===== config.mk =====
export PLATFORM = sky130hd
export DESIGN_NAME = ptp_time_counter
export DESIGN_NICKNAME = d
export VERILOG_FILES = /design/src/rtl/ptc_pkg.sv /design/src/rtl/ptc_phase_acc.sv /design/src/rtl/ptc_time.sv /design/src/rtl/ptc_prescaler.sv /design/src/rtl/ptc_regs.sv /design/src/rtl/ptp_time_counter.sv
export SDC_FILE = /design/constraint.sdc
export NUM_CORES = 1
export LEC_CHECK = 0
export BUFFER_PORTS_ARGS = -buffer_cell sky130_fd_sc_hd__buf_2
export CAP_MARGIN = 25
export CORE_ASPECT_RATIO = 1.25
export CORE_UTILIZATION = 40
export CTS_CLUSTER_SIZE = 24
export DETAILED_ROUTE_END_ITERATION = 7
export GPL_TIMING_DRIVEN = 0
export HOLD_SLACK_MARGIN = 0.12
export PLACE_DENSITY = 0.68
export SYNTH_ARGS = -nofsm -noshare
export SYNTH_HDL_FRONTEND = slang
export SYNTH_SLANG_ARGS = --single-unit
export TNS_END_PERCENT = 1

===== constraint.sdc =====
create_clock -name clk -period 5.5 [get_ports clk]
set_input_delay 0.55 -clock clk [delete_from_list [all_inputs] [get_ports clk]]
set_output_delay 0.55 -clock clk [all_outputs]
set_load 0.01 [all_outputs]

===== src/rtl/ptc_pkg.sv =====
package ptc_pkg;
  localparam int unsigned ADDR_W = 3;

  typedef enum logic [ADDR_W-1:0] {
    A_CTRL   = 3'd0,
    A_ADDEND = 3'd1,
    A_PERIOD = 3'd2,
    A_PRESC  = 3'd3,
    A_ACC    = 3'd4,
    A_TLO    = 3'd5,
    A_THI    = 3'd6
  } reg_addr_e;
endpackage


===== src/rtl/ptc_phase_acc.sv =====
module ptc_phase_acc #(
  parameter int unsigned ACC_W = 32
) (
  input  logic             clk,
  input  logic             rst_n,
  input  logic             en,
  input  logic [ACC_W-1:0] addend,
  output logic [ACC_W-1:0] acc,
  output logic             ovf_pulse
);
  function automatic logic [ACC_W:0] phase_sum(input logic [ACC_W-1:0] a,
                                               input logic [ACC_W-1:0] b);
    return {1'b0, a} + {1'b0, b};
  endfunction

  logic [ACC_W:0] sum;
  assign sum       = phase_sum(acc, addend);
  assign ovf_pulse = en & sum[ACC_W];

  always_ff @(posedge clk) begin
    if (!rst_n)  acc <= '0;
    else if (en) acc <= sum[ACC_W-1:0];
  end

  a_r2_acc_adds: assert property (@(posedge clk) disable iff (!rst_n)
    en |=> acc == ACC_W'($past(acc) + $past(addend)));
  a_r4_acc_hold: assert property (@(posedge clk) disable iff (!rst_n)
    !en |=> $stable(acc));
endmodule


===== src/rtl/ptc_time.sv =====
module ptc_time #(
  parameter int unsigned TIME_W   = 64,
  parameter int unsigned PERIOD_W = 10
) (
  input  logic                clk,
  input  logic                rst_n,
  input  logic                step,
  input  logic [PERIOD_W-1:0] period,
  input  logic                load,
  input  logic [TIME_W-1:0]   load_val,
  output logic [TIME_W-1:0]   time_q
);
  function automatic logic [TIME_W-1:0] advance(input logic [TIME_W-1:0] t,
                                                input logic [PERIOD_W-1:0] p);
    return t + TIME_W'(p);
  endfunction

  always_ff @(posedge clk) begin
    if (!rst_n)     time_q <= '0;
    else if (load)  time_q <= load_val;
    else if (step)  time_q <= advance(time_q, period);
  end

  a_r6_load_wins: assert property (@(posedge clk) disable iff (!rst_n)
    load |=> time_q == $past(load_val));
  a_r3_step_adds: assert property (@(posedge clk) disable iff (!rst_n)
    (step && !load) |=> time_q == $past(time_q) + TIME_W'($past(period)));
  a_r4_time_idle: assert property (@(posedge clk) disable iff (!rst_n)
    (!step && !load) |=> $stable(time_q));
endmodule


===== src/rtl/ptc_prescaler.sv =====
module ptc_prescaler #(
  parameter int unsigned PRESC_W = 16
) (
  input  logic               clk,
  input  logic               rst_n,
  input  logic               pulse,
  input  logic [PRESC_W-1:0] presc,
  output logic               ref_clk
);
  logic [PRESC_W-1:0] count;
  logic               wrap;

  function automatic logic [PRESC_W-1:0] last_count(input logic [PRESC_W-1:0] p);
    return (p <= PRESC_W'(1)) ? '0 : p - PRESC_W'(1);
  endfunction

  assign wrap = (count >= last_count(presc));

  always_ff @(posedge clk) begin
    if (!rst_n) begin
      count   <= '0;
      ref_clk <= 1'b0;
    end else if (pulse) begin
      if (wrap) begin
        count   <= '0;
        ref_clk <= ~ref_clk;
      end else begin
        count   <= count + PRESC_W'(1);
      end
    end
  end

  a_r8_idle_stable: assert property (@(posedge clk) disable iff (!rst_n)
    !pulse |=> $stable(ref_clk));
  a_r8_every_pulse: assert property (@(posedge clk) disable iff (!rst_n)
    (pulse && presc <= PRESC_W'(1)) |=> ref_clk != $past(ref_clk));
endmodule


===== src/rtl/ptc_regs.sv =====
module ptc_regs
  import ptc_pkg::*;
#(
  parameter int unsigned DATA_W   = 32,
  parameter int unsigned PERIOD_W = 10,
  parameter int unsigned PRESC_W  = 16,
  localparam int unsigned TIME_W  = 2 * DATA_W
) (
  input  logic                clk,
  input  logic                rst_n,
  input  logic                reg_wr,
  input  logic                reg_rd,
  input  logic [ADDR_W-1:0]   reg_addr,
  input  logic [DATA_W-1:0]   reg_wdata,
  input  logic [DATA_W-1:0]   acc,
  input  logic [TIME_W-1:0]   time_q,
  output logic [DATA_W-1:0]   reg_rdata,
  output logic                en,
  output logic [DATA_W-1:0]   addend,
  output logic [PERIOD_W-1:0] period,
  output logic [PRESC_W-1:0]  presc,
  output logic                load,
  output logic [TIME_W-1:0]   load_val
);
  reg_addr_e         sel;
  logic [DATA_W-1:0] hi_stage;
  logic [DATA_W-1:0] hi_latch;
  logic [DATA_W-1:0] rd_mux;
  logic              wr_ctrl, wr_add, wr_per, wr_prs, wr_thi, rd_tlo;

  assign sel      = reg_addr_e'(reg_addr);
  assign wr_ctrl  = reg_wr && (sel == A_CTRL);
  assign wr_add   = reg_wr && (sel == A_ADDEND);
  assign wr_per   = reg_wr && (sel == A_PERIOD);
  assign wr_prs   = reg_wr && (sel == A_PRESC);
  assign wr_thi   = reg_wr && (sel == A_THI);
  assign load     = reg_wr && (sel == A_TLO);
  assign rd_tlo   = reg_rd && (sel == A_TLO);
  assign load_val = {hi_stage, reg_wdata};

  always_ff @(posedge clk) begin
    if (!rst_n) begin
      en       <= 1'b0;
      addend   <= '0;
      period   <= '0;
      presc    <= '0;
      hi_stage <= '0;
    end else begin
      if (wr_ctrl) en       <= reg_wdata[0];
      if (wr_add)  addend   <= reg_wdata;
      if (wr_per)  period   <= reg_wdata[PERIOD_W-1:0];
      if (wr_prs)  presc    <= reg_wdata[PRESC_W-1:0];
      if (wr_thi)  hi_stage <= reg_wdata;
    end
  end

  always_comb begin
    case (sel)
      A_CTRL:   rd_mux = DATA_W'(en);
      A_ADDEND: rd_mux = addend;
      A_PERIOD: rd_mux = DATA_W'(period);
      A_PRESC:  rd_mux = DATA_W'(presc);
      A_ACC:    rd_mux = acc;
      A_TLO:    rd_mux = time_q[DATA_W-1:0];
      A_THI:    rd_mux = hi_latch;
      default:  rd_mux = '0;
    endcase
  end

  always_ff @(posedge clk) begin
    if (!rst_n) begin
      reg_rdata <= '0;
      hi_latch  <= '0;
    end else begin
      if (reg_rd) reg_rdata <= rd_mux;
      if (rd_tlo) hi_latch  <= time_q[TIME_W-1:DATA_W];
    end
  end

  a_r7_hi_latch: assert property (@(posedge clk) disable iff (!rst_n)
    rd_tlo |=> hi_latch == $past(time_q[TIME_W-1:DATA_W]));
  a_r9_acc_read: assert property (@(posedge clk) disable iff (!rst_n)
    (reg_rd && sel == A_ACC) |=> reg_rdata == $past(acc));
  a_r2_addend_next: assert property (@(posedge clk) disable iff (!rst_n)
    wr_add |=> addend == $past(reg_wdata));
  a_r5_period_read: assert property (@(posedge clk) disable iff (!rst_n)
    (reg_rd && sel == A_PERIOD) |=> reg_rdata[DATA_W-1:PERIOD_W] == '0);
endmodule


===== src/rtl/ptp_time_counter.sv =====
module ptp_time_counter
  import ptc_pkg::*;
#(
  parameter int unsigned DATA_W   = 32,
  parameter int unsigned PERIOD_W = 10,
  parameter int unsigned PRESC_W  = 16
) (
  input  logic              clk,
  input  logic              rst_n,
  input  logic              reg_wr,
  input  logic              reg_rd,
  input  logic [ADDR_W-1:0] reg_addr,
  input  logic [DATA_W-1:0] reg_wdata,
  output logic [DATA_W-1:0] reg_rdata,
  output logic              ref_clk_out
);
  localparam int unsigned TIME_W = 2 * DATA_W;

  logic                en;
  logic [DATA_W-1:0]   addend;
  logic [DATA_W-1:0]   acc;
  logic                ovf_pulse;
  logic [PERIOD_W-1:0] period;
  logic [PRESC_W-1:0]  presc;
  logic                load;
  logic [TIME_W-1:0]   load_val;
  logic [TIME_W-1:0]   time_q;

  ptc_regs #(.DATA_W(DATA_W), .PERIOD_W(PERIOD_W), .PRESC_W(PRESC_W)) u_regs (
    .clk(clk), .rst_n(rst_n), .reg_wr(reg_wr), .reg_rd(reg_rd),
    .reg_addr(reg_addr), .reg_wdata(reg_wdata), .acc(acc), .time_q(time_q),
    .reg_rdata(reg_rdata), .en(en), .addend(addend), .period(period),
    .presc(presc), .load(load), .load_val(load_val)
  );

  ptc_phase_acc #(.ACC_W(DATA_W)) u_acc (
    .clk(clk), .rst_n(rst_n), .en(en), .addend(addend),
    .acc(acc), .ovf_pulse(ovf_pulse)
  );

  ptc_time #(.TIME_W(TIME_W), .PERIOD_W(PERIOD_W)) u_time (
    .clk(clk), .rst_n(rst_n), .step(ovf_pulse), .period(period),
    .load(load), .load_val(load_val), .time_q(time_q)
  );

  ptc_prescaler #(.PRESC_W(PRESC_W)) u_presc (
    .clk(clk), .rst_n(rst_n), .pulse(ovf_pulse), .presc(presc),
    .ref_clk(ref_clk_out)
  );

  a_r4_no_pulse_idle: assert property (@(posedge clk) disable iff (!rst_n)
    !en |-> !ovf_pulse);
endmodule


==> results of run 1 <==
-- worst max-delay path: stages, from the launching register on --
cell	delay (ps)
dfxtp_1	290
buf_2	170
or4_4	580
nor4_2	230
nand2b_1	120
or4b_1	500
buf_2	170
and2_1	170
ha_1	260
nand2b_1	140
a21o_1	180
a21o_1	170
a21o_1	170
a211o_1	280
a21oi_1	350
o31ai_4	140
buf_2	260
nor2_1	120
-- area by class of cell --
class,count,share of cell area
buffer,146,0.0352
clock buffer,48,0.0503
clock inverter,10,0.00721
inverter,44,0.00924
multi-input combinational,1458,0.544
sequential,268,0.300
tap,498,0.0349
timing repair buffer,69,0.0193
-- where the power goes --
group	leakage, nW	switching (mW)	total, mW	internal, mW
logic	3.89	0.272	0.413	0.141
clock network	0.509	0.867	2.13	1.26
registers	2.17	0.0422	2.02	1.98
total	6.56	1.18	4.56	3.38
-- flip-flops by register name, summed over array words and instances, names as in the netlist, 10 cells and up --
register,cells
u_acc.acc,32
u_presc.count,16
u_regs.addend,32
u_regs.hi_latch,32
u_regs.hi_stage,32
u_regs.period,10
u_regs.presc,16
u_regs.reg_rdata,32
u_time.time_q,64
-- routing by layer --
layer | global-route usage | part of all wire | vias up
met4 | 0.201 | 0.076 | 2
met1 | 0.323 | 0.39 | 7386
li1 | - | - | 7089
met2 | 0.458 | 0.46 | 696
met3 | 0.0392 | 0.070 | 212
met5 | 0 | 0.00085 | -
-- stage by stage --
stage | instances | setup WS [ps] | hold slack [ps]
final | 2541 | 1130 | 259
after global routing | 2541 | 881 | 257
after CTS | 2541 | 1130 | 251
after detailed placement | 2483 | 1150 | 461
after global placement | 2483 | 1270 | 451
after floorplan | 1916 | 1610 | 440
-- layout by cell type (no fill, tap or decap), types with 7 or more instances in the layout --
master and n:
nor4b_1 10, clkbuf_16 31, nand4_1 40, clkbuf_1 121, xnor2_1 43, ha_1 61
and4_1 8, a21o_1 28, buf_2 85, o21a_1 37, mux2i_1 45, and3_1 37
mux2_2 14, a211oi_1 22, a221oi_1 10, nand2_1 337, buf_1 11, a31oi_1 27
xor2_1 21, and2_1 20, inv_1 43, nand3_1 43, nor3_1 32, o211ai_1 8
nand3b_1 9, o22ai_1 7, nor4_1 8, a21boi_0 125, o21ai_0 63, o31ai_1 7
a22oi_1 32, a21oi_1 79, nor2b_1 70, o21ai_1 7, dfxtp_1 268, a211oi_2 14
nor2_1 60
-- logic make-up after synthesis --
kind of cell / Yosys count / synth area share
AND/OR/NAND/NOR: 717 / 0.224
AO/OA/AOI/OAI: 552 / 0.261
flip-flops: 268 / 0.338
buffers and inverters: 190 / 0.0500
XOR/XNOR: 64 / 0.0353
adder cells (fa/ha/maj): 63 / 0.0506
multiplexers: 62 / 0.0411
-- cells in the mapped netlist (11+ instances only) --
master and instances:
a31oi_1 27, a21oi_1 79, and2_1 20, a21o_1 28, nand2_1 337, nor2_1 60, a211oi_1 22, buf_2 16
nor3_1 32, inv_1 43, nand4_1 40, a21boi_0 125, mux2i_1 45, o21a_1 37, nand3_1 43, o21ai_0 63
a22oi_1 32, a211oi_2 14, and3_1 37, mux2_2 14, xnor2_1 43, ha_1 61, buf_1 11, dfxtp_1 268
clkbuf_1 110, nor2b_1 70, xor2_1 21
-- worst max-delay path by stage --
stage	from	endpoint	slack, ps
final	u_regs.presc[7]$_SDFFE_PN0P_	u_presc.count[8]$_SDFFE_PN0P_	1130
after global routing	u_regs.presc[7]$_SDFFE_PN0P_	u_presc.count[10]$_SDFFE_PN0P_	880
after CTS	u_regs.presc[7]$_SDFFE_PN0P_	u_presc.count[8]$_SDFFE_PN0P_	1130
after detailed placement	u_regs.presc[7]$_SDFFE_PN0P_	u_presc.count[8]$_SDFFE_PN0P_	1150
after global placement	u_regs.presc[7]$_SDFFE_PN0P_	u_presc.count[8]$_SDFFE_PN0P_	1270
after floorplan	u_regs.presc[7]$_SDFFE_PN0P_	u_presc.count[10]$_SDFFE_PN0P_	1610
==> results_dict.tcl, run 1 <==
set metrics [dict create \
    status "completed" \
    reg2reg_depth 17 \
    p_per_area_nw_per_um2 255 \
    die_y_um 225 \
    track_usage 0.275 \
    start_util 0.406 \
    num_vias 15385 \
    dp_hpwl_um 42800 \
    relSlewSlack 0.270 \
    antenna_found_initial 1 \
    vdd_drop_max_mv 0.208 \
    fin_setup_tns_ps 0 \
    multiInputGateArea_um2 9720 \
    antenna_cells 0 \
    crit_path_start_kind "register" \
    synthesis.area_um2 15900 \
    p_leak_nw 6.56 \
    drt-initial-drc-count 1305 \
    routed_wl_um 56600 \
    cts.sinks 268 \
    nNetsFinal 2120 \
    holdPathStages 3 \
    grt_first_pass_wirelength_um 85400 \
    max_cap_violations 0 \
    seq_area_frac_synth 0.338 \
    postCtsSetupBuffers 0 \
    ctsHoldBuffers 0 \
    drc 0 \
    timing.rr.end "u_presc.count[8]$_SDFFE_PN0P_" \
    placed_area_um2 16800 \
    setup_viol 0 \
    slew_violations 0 \
    clockBufferDepth 3 \
    die_w_um 180 \
    required_ps 6020 \
    io_pins 72 \
    holdCritStartpoint "reg_wdata[25]" \
    clock_skew_ps 25.0 \
    final_cell_area_um2 17900 \
    regArea_um2 5370 \
    nFillCells 3919 \
    r2r_setup_slack_ps 1130 \
    finalPower_mw 4.56 \
    netlist_top_cells_area "dfxtp_1 (34%), nand2_1 (8.0%), a21boi_0 (5.9%)" \
    synth_top_area_frac 0.338 \
    tightest_slew_ps 1100 \
    synth_nets 2018 \
    hold_path.class "input port to register" \
    htree_levels 1 \
    ys_ff_latch 268 \
    synth.distinct_cells 92 \
    synth_edf_count 0 \
    drt-wirelength-per-cell_um 22.3 \
    fin_crit_sh 0.794 \
    grt_start_max_net_pins 16 \
    cts_tree "yes" \
    async_flop_share 0 \
    arrival_ps 4890 \
    insertion_delay_ps 590 \
    synth_area_per_cell_um2 8.29 \
    max_freq_ghz 0.229 \
    finalHoldViolations 0 \
    fin_crit_ps 4370 \
    overflow 0 \
    avgViaCountPerCell 6.05 \
    dieArea_um2 40500 \
    timing.rr.start "u_regs.presc[7]$_SDFFE_PN0P_" \
    syn2layout_area_growth_pct 12.6 \
    min_to "u_regs.hi_stage[25]$_SDFFE_PN0P_" \
    synth_top_area_cell "dfxtp_1" \
    coreArea_um2 39100 \
    cts_resized 0 \
    grt_pass1_vias 14639 \
    postLayoutCoreUtil 0.457 \
    cts_buffers 31 \
    dr.pass1.iters 7 \
    rsz0062_at_grt "no" \
    row_count 81 \
    cts_root_buffer "clkbuf_16" \
    synth_cells 1916 \
    place.gp.congestion 0.947 \
    endpoint_kind "register" \
    crit_type "register to register" \
    portBuffers 69 \
    ys_warn_count 0 \
    ant_nets 0 \
    synth_ff_type "dfxtp_1" \
    clk_pin_slew_worst_paths_ps 60 \
    path_max_fanout 10 \
    drive_above_1_share 0.102 \
]
Note: power is estimated with default switching activity, not from simulation.
==> inputs of run 2 (changes only) <==
--- a/config.mk
+++ b/config.mk
@@ -5,6 +5,7 @@
 export SDC_FILE = /design/constraint.sdc
 export NUM_CORES = 1
 export LEC_CHECK = 0
+export ABC_AREA = 1
 export BUFFER_PORTS_ARGS = -buffer_cell sky130_fd_sc_hd__buf_2
 export CAP_MARGIN = 25
 export CORE_ASPECT_RATIO = 1.25
==> constraint.sdc (replaced) <==
create_clock -name clk -period 4.03 [get_ports clk]
set_input_delay 0.403 -clock clk [delete_from_list [all_inputs] [get_ports clk]]
set_output_delay 0.403 -clock clk [all_outputs]
set_load 0.01 [all_outputs]
==> results_dict.tcl, run 2 <==
set metrics [dict create \
    status "completed" \
    grt_first_pass_wirelength_um 102000 \
    arrival_ps 3720 \
    routed_wl_um 68400 \
    nFillCells 4414 \
    ys_ff_latch 268 \
    track_usage 0.318 \
    syn2layout_area_growth_pct 11.8 \
    setup_viol 0 \
    insertion_delay_ps 570 \
    crit_type "register to register" \
    place_inst 3317 \
    postCtsSetupBuffers 0 \
    drive_above_1_share 0.0586 \
    drt-wirelength-per-cell_um 20.3 \
    crit_path_start_kind "register" \
    dp_hpwl_um 54700 \
    path_common_cell "nand3_1" \
    endpoint_kind "register" \
    ctsHoldBuffers 0 \
    synthesis.area_um2 16800 \
    tightest_slew_ps 983 \
    overflow 0 \
    grt_start_max_net_pins 14 \
    path_max_fanout 10 \
    synth_nets 2798 \
    power.switching_mw 1.69 \
    p_sw_frac 0.275 \
    drc 0 \
    crit_chain "inv_1, nand3_1, nor2_1, nand3_1, nor2_1, inv_1, nor2_1, nand2_1, xor2_1, nand2_1, ha_1, nand2_1, inv_1, nand3_1, nor3_1, nand3_1, nand3_1, nand2_2, nand2_2, buf_4, nor2_1" \
    slew_violations 0 \
    ant_nets 0 \
    start_util 0.406 \
    clock_skew_ps 16.4 \
    avgViaCountPerCell 5.43 \
    cts_root_buffer "clkbuf_16" \
    row_count 83 \
    p_leak_nw 7.93 \
    synth_top_area_cell "dfxtp_1" \
    synth_ff_type "dfxtp_1" \
    cts_tree "yes" \
    seq_area_frac_synth 0.320 \
    async_flop_share 0 \
    timing.rr.start "u_regs.presc[0]$_SDFFE_PN0P_" \
    ys_warn_count 0 \
    coreArea_um2 41200 \
    max_freq_ghz 0.307 \
    dr.pass1.iters 6 \
    vdd_drop_max_mv 0.269 \
    p_clk_frac 0.448 \
    clockBufferDepth 3 \
    synth.distinct_cells 51 \
    synth_top_area_frac 0.320 \
    synth_edf_count 0 \
    antenna_cells 0 \
    synth_area_per_cell_um2 6.21 \
    seqPwrFrac 0.450 \
    cpPeakStageDelay_ps 310 \
    stdcell_count 3368 \
    holdCritStartpoint "reg_wdata[30]" \
    p_int_mw 4.44 \
    largest_reg_flops 64 \
    io_pins 72 \
    synth_cells 2696 \
    mostFrequentLayoutCells "nand2_1 (725), inv_1 (369), a21oi_1 (290), dfxtp_1 (268), nor2_1 (262)" \
    die_w_um 185 \
    clk_pin_slew_worst_paths_ps 60 \
    netlist_top_cells_area "dfxtp_1 (32%), nand2_1 (16%), a21oi_1 (8.7%)" \
    r2r_setup_slack_ps 770 \
    htree_levels 1 \
    drt-initial-drc-count 1546 \
    synth_common_cells "nand2_1 (725), inv_1 (369), a21oi_1 (290)" \
    place.gp.congestion 1.04 \
    grt_pass1_vias 17363 \
    slowest_stage "dfxtp_1" \
    relSlewSlack 0.344 \
    fin_setup_tns_ps 0 \
    max_cap_violations 0 \
    finalHoldViolations 0 \
    num_vias 18272 \
    portBuffers 69 \
    yosysMostFrequentCell "nand2_1" \
    nNetsFinal 2898 \
    timing.rr.end "u_presc.count[13]$_SDFFE_PN0P_" \
    min_to "u_regs.hi_stage[30]$_SDFFE_PN0P_" \
    hold_path.class "input port to register" \
    fin_crit_sh 0.809 \
    multiInputGateArea_um2 9490 \
    die_y_um 231 \
    cts_buffers 29 \
    cts.sinks 268 \
    top_register "u_time.time_q" \
    required_ps 4490 \
    reg2reg_depth 21 \
    pwr-share-comb 0.102 \
    holdPathStages 3 \
    regArea_um2 5370 \
    antenna_found_initial 1 \
    cts_resized 0 \
    fin_crit_ps 3260 \
    p_per_area_nw_per_um2 327 \
    rsz0062_at_grt "no" \
    mostFrequentLayoutCell "nand2_1" \
    dieArea_um2 42700 \
]
==> run 2: cell count changes after synthesis, moves of 35 or more <==
cell / change
nor2b_1: -70
nor2_1: +202
nand2_1: +388
a21oi_1: +211
nand3_1: +118
o21ai_0: +153
o22ai_1: +35
inv_1: +326
and3_1: -35
mux2i_1: -45
a21boi_0: -124
==> run 2: area by class of cell <==
type / count / area share
buffer: 111 / 0.0260
clock buffer: 41 / 0.0438
clock inverter: 10 / 0.00661
inverter: 375 / 0.0754
multi-input combinational: 1942 / 0.507
sequential: 268 / 0.286
tap: 552 / 0.0369
timing repair buffer: 69 / 0.0184
==> run 2: through the flow <==
stage                      util  cell area (um^2)  setup WS, ps  hold WS, ps  power [mW]
final                     0.454             18700           771          150        6.13
after global routing      0.454             18700           389          165        6.32
after CTS                 0.454             18700           818          143        6.12
after detailed placement  0.432             17800           842          438        3.42
after global placement    0.432             17800           871          435        3.41
after floorplan               -             16800          1400          424        3.20
==> run 2: worst max-delay path, delay by kind of cell, from the launching register on <==
kind          cells  cell delay [ps]
simple gates     15             1810
buf+inv           4              560
flops             1              310
fa+ha+maj         1              300
xor+xnor          1              140
==> run 2: cell families after synthesis <==
kind of cell / Yosys count / synth area share
flip-flops: 268 / 0.320
XOR/XNOR: 42 / 0.0220
AND/OR/NAND/NOR: 1248 / 0.310
buffers and inverters: 486 / 0.113
adder cells (fa/ha/maj): 63 / 0.0479
AO/OA/AOI/OAI: 589 / 0.186
==> run 2: metal layers <==
| layer | up-vias | global-route usage | wire (um) |
|---|---|---|---|
| met5 | - | 0 | 9 |
| li1 | 8895 | - | - |
| met2 | 816 | 0.543 | 32500 |
| met4 | 2 | 0.182 | 4210 |
| met1 | 8349 | 0.375 | 26600 |
| met3 | 210 | 0.0480 | 5080 |
==> run 2: power by group through the flow <==
stage	Combinational, mW	Clock (mW)	Sequential (mW)
6_report	0.628	2.74	2.76
5_1_grt	0.687	2.87	2.76
4_1_cts	0.614	2.75	2.75
3_5_place_dp	0.608	0	2.81
3_3_place_gp	0.597	0	2.81
2_1_floorplan	0.396	0	2.80
==> run 2: worst max-delay path by stage <==
| stage | end | from | depth (start not counted) |
|---|---|---|---|
| 4_1_cts | u_presc.count[13]$_SDFFE_PN0P_ | u_regs.presc[0]$_SDFFE_PN0P_ | 21 |
| 3_3_place_gp | u_presc.count[13]$_SDFFE_PN0P_ | u_regs.presc[0]$_SDFFE_PN0P_ | 21 |
| 3_5_place_dp | u_presc.count[13]$_SDFFE_PN0P_ | u_regs.presc[0]$_SDFFE_PN0P_ | 21 |
| 5_1_grt | u_presc.count[13]$_SDFFE_PN0P_ | u_regs.presc[0]$_SDFFE_PN0P_ | 21 |
| 2_1_floorplan | u_presc.count[11]$_SDFFE_PN0P_ | u_regs.presc[0]$_SDFFE_PN0P_ | 21 |
| 6_report | u_presc.count[13]$_SDFFE_PN0P_ | u_regs.presc[0]$_SDFFE_PN0P_ | 21 |
==> inputs of run 3 (changes only) <==
==> constraint.sdc (replaced) <==
create_clock -name clk -period 3.3 [get_ports clk]
set_input_delay 0.33 -clock clk [delete_from_list [all_inputs] [get_ports clk]]
set_output_delay 0.33 -clock clk [all_outputs]
set_load 0.01 [all_outputs]
==> results_dict.tcl, run 3 (synthesis results as in run 2) <==
set metrics [dict create \
    status "completed" \
    place.gp.congestion 1.04 \
    drt-wirelength-per-cell_um 20.2 \
    p_per_area_nw_per_um2 396 \
    fin_crit_ps 3010 \
    rsz0062_at_grt "no" \
    cts_buffers 29 \
    insertion_delay_ps 570 \
    antenna_found_initial 1 \
    dieArea_um2 42700 \
    largest_reg_flops 64 \
    top_register "u_time.time_q" \
    portBuffers 69 \
    crit_path_start_kind "register" \
    routed_wl_um 68300 \
    die_y_um 231 \
    antenna_cells 0 \
    drive_above_1_share 0.0597 \
    p_clk_frac 0.446 \
    fin_setup_tns_ps 0 \
    regArea_um2 5370 \
    mostFrequentLayoutCells "nand2_1 (725), inv_1 (367), a21oi_1 (290), dfxtp_1 (268), nor2_1 (262)" \
    avgViaCountPerCell 5.42 \
    place_inst 3317 \
    mostFrequentLayoutCell "nand2_1" \
    slew_violations 0 \
    hold_path.class "input port to register" \
    io_pins 72 \
    die_w_um 185 \
    cts.sinks 268 \
    clockBufferDepth 3 \
    p_leak_nw 8.01 \
    seqPwrFrac 0.449 \
    arrival_ps 3500 \
    multiInputGateArea_um2 9510 \
    overflow 0 \
    start_util 0.406 \
    path_max_fanout 9 \
    clk_pin_slew_worst_paths_ps 60 \
    tightest_slew_ps 982 \
    fin_crit_sh 0.911 \
    coreArea_um2 41200 \
    grt_start_max_net_pins 14 \
    p_sw_frac 0.274 \
    vdd_drop_max_mv 0.330 \
    nNetsFinal 2914 \
    grt_pass1_vias 17439 \
    row_count 83 \
    ant_nets 0 \
    dr.pass1.iters 6 \
    drc 0 \
    nFillCells 4384 \
    setup_viol 0 \
    required_ps 3800 \
    max_cap_violations 0 \
    cts_root_buffer "clkbuf_16" \
    crit_type "register to register" \
    num_vias 18344 \
    drt-initial-drc-count 1615 \
    relSlewSlack 0.346 \
    dp_hpwl_um 54700 \
    cts_tree "yes" \
    htree_levels 1 \
    power.switching_mw 2.06 \
    max_freq_ghz 0.333 \
    p_int_mw 5.44 \
    hold_ws_ps 131 \
    track_usage 0.318 \
    grt_first_pass_wirelength_um 102000 \
    pwr-share-comb 0.105 \
    stdcell_count 3384 \
    finalHoldViolations 0 \
    endpoint_kind "register" \
    syn2layout_area_growth_pct 12.9 \
    clock_skew_ps 17.3 \
]
run 3: what timing repair did:
| item | CTS | global route |
|---|---|---|
| endpoints found under the hold margin | 33 | 0 |
| gates resized for setup | 0 | 7 |
| buffers inserted | 0 | 0 |
| endpoints found under the setup margin | 0 | 17 |
| hold buffers | 16 | 0 |
run 3: worst paths after layout:
path	start	endpoint	slack, ps	depth (start not counted)
min reg2reg	u_regs.hi_stage[15]$_SDFFE_PN0P_	u_regs.hi_stage[15]$_SDFFE_PN0P_	450	2
min	reg_wdata[19]	u_regs.hi_stage[19]$_SDFFE_PN0P_	130	3
max	u_time.time_q[0]$_SDFFE_PN0P_	u_time.time_q[60]$_SDFFE_PN0P_	290	14
max reg2reg	u_time.time_q[0]$_SDFFE_PN0P_	u_time.time_q[60]$_SDFFE_PN0P_	290	14
run 3: power by group through the flow:
| stage | clock network (mW) | logic, mW | registers (mW) |
|---|---|---|---|
| after global placement | 0 | 0.729 | 3.43 |
| after floorplan | 0 | 0.484 | 3.42 |
| after detailed placement | 0 | 0.743 | 3.44 |
| final | 3.35 | 0.785 | 3.37 |
| after CTS | 3.36 | 0.764 | 3.36 |
| after global routing | 3.51 | 0.859 | 3.37 |
run 3: metrics by stage:
stage,instance area [um^2],power [mW],setup slack (ps),utilization
3_3_place_gp,17800,4.16,141,0.432
4_1_cts,18900,7.49,88.5,0.458
2_1_floorplan,16800,3.90,670,-
3_5_place_dp,17800,4.18,112,0.432
6_report,18900,7.50,293,0.459
5_1_grt,18900,7.74,24.6,0.459
run 3: critical path: stages (launching register included):
cell and delay (ps):
dfxtp_1 390, ha_1 320, inv_1 90, fa_1 420, inv_1 150, nand3_1 90
nand3_1 170, nand2_1 130, nand3_1 370, nand2_1 190, inv_1 140, nand3b_1 80
a21oi_1 240, nor2_1 70, nor2_1 80
run 3: final cells by class:
class                      instances  area share
tap                              552      0.0365
inverter                         375      0.0747
multi-input combinational       1942       0.503
buffer                           111      0.0259
clock inverter                    10     0.00655
sequential                       268       0.284
clock buffer                      41      0.0434
timing repair buffer              85      0.0267
run 3: per-layer routing:
layer / global-route usage / up-vias / share of wire
met4: 0.185 / 2 / 0.065
met2: 0.544 / 782 / 0.47
met1: 0.376 / 8392 / 0.39
met3: 0.0472 / 229 / 0.067
met5: 0 / - / 0.00013
li1: - / 8939 / -
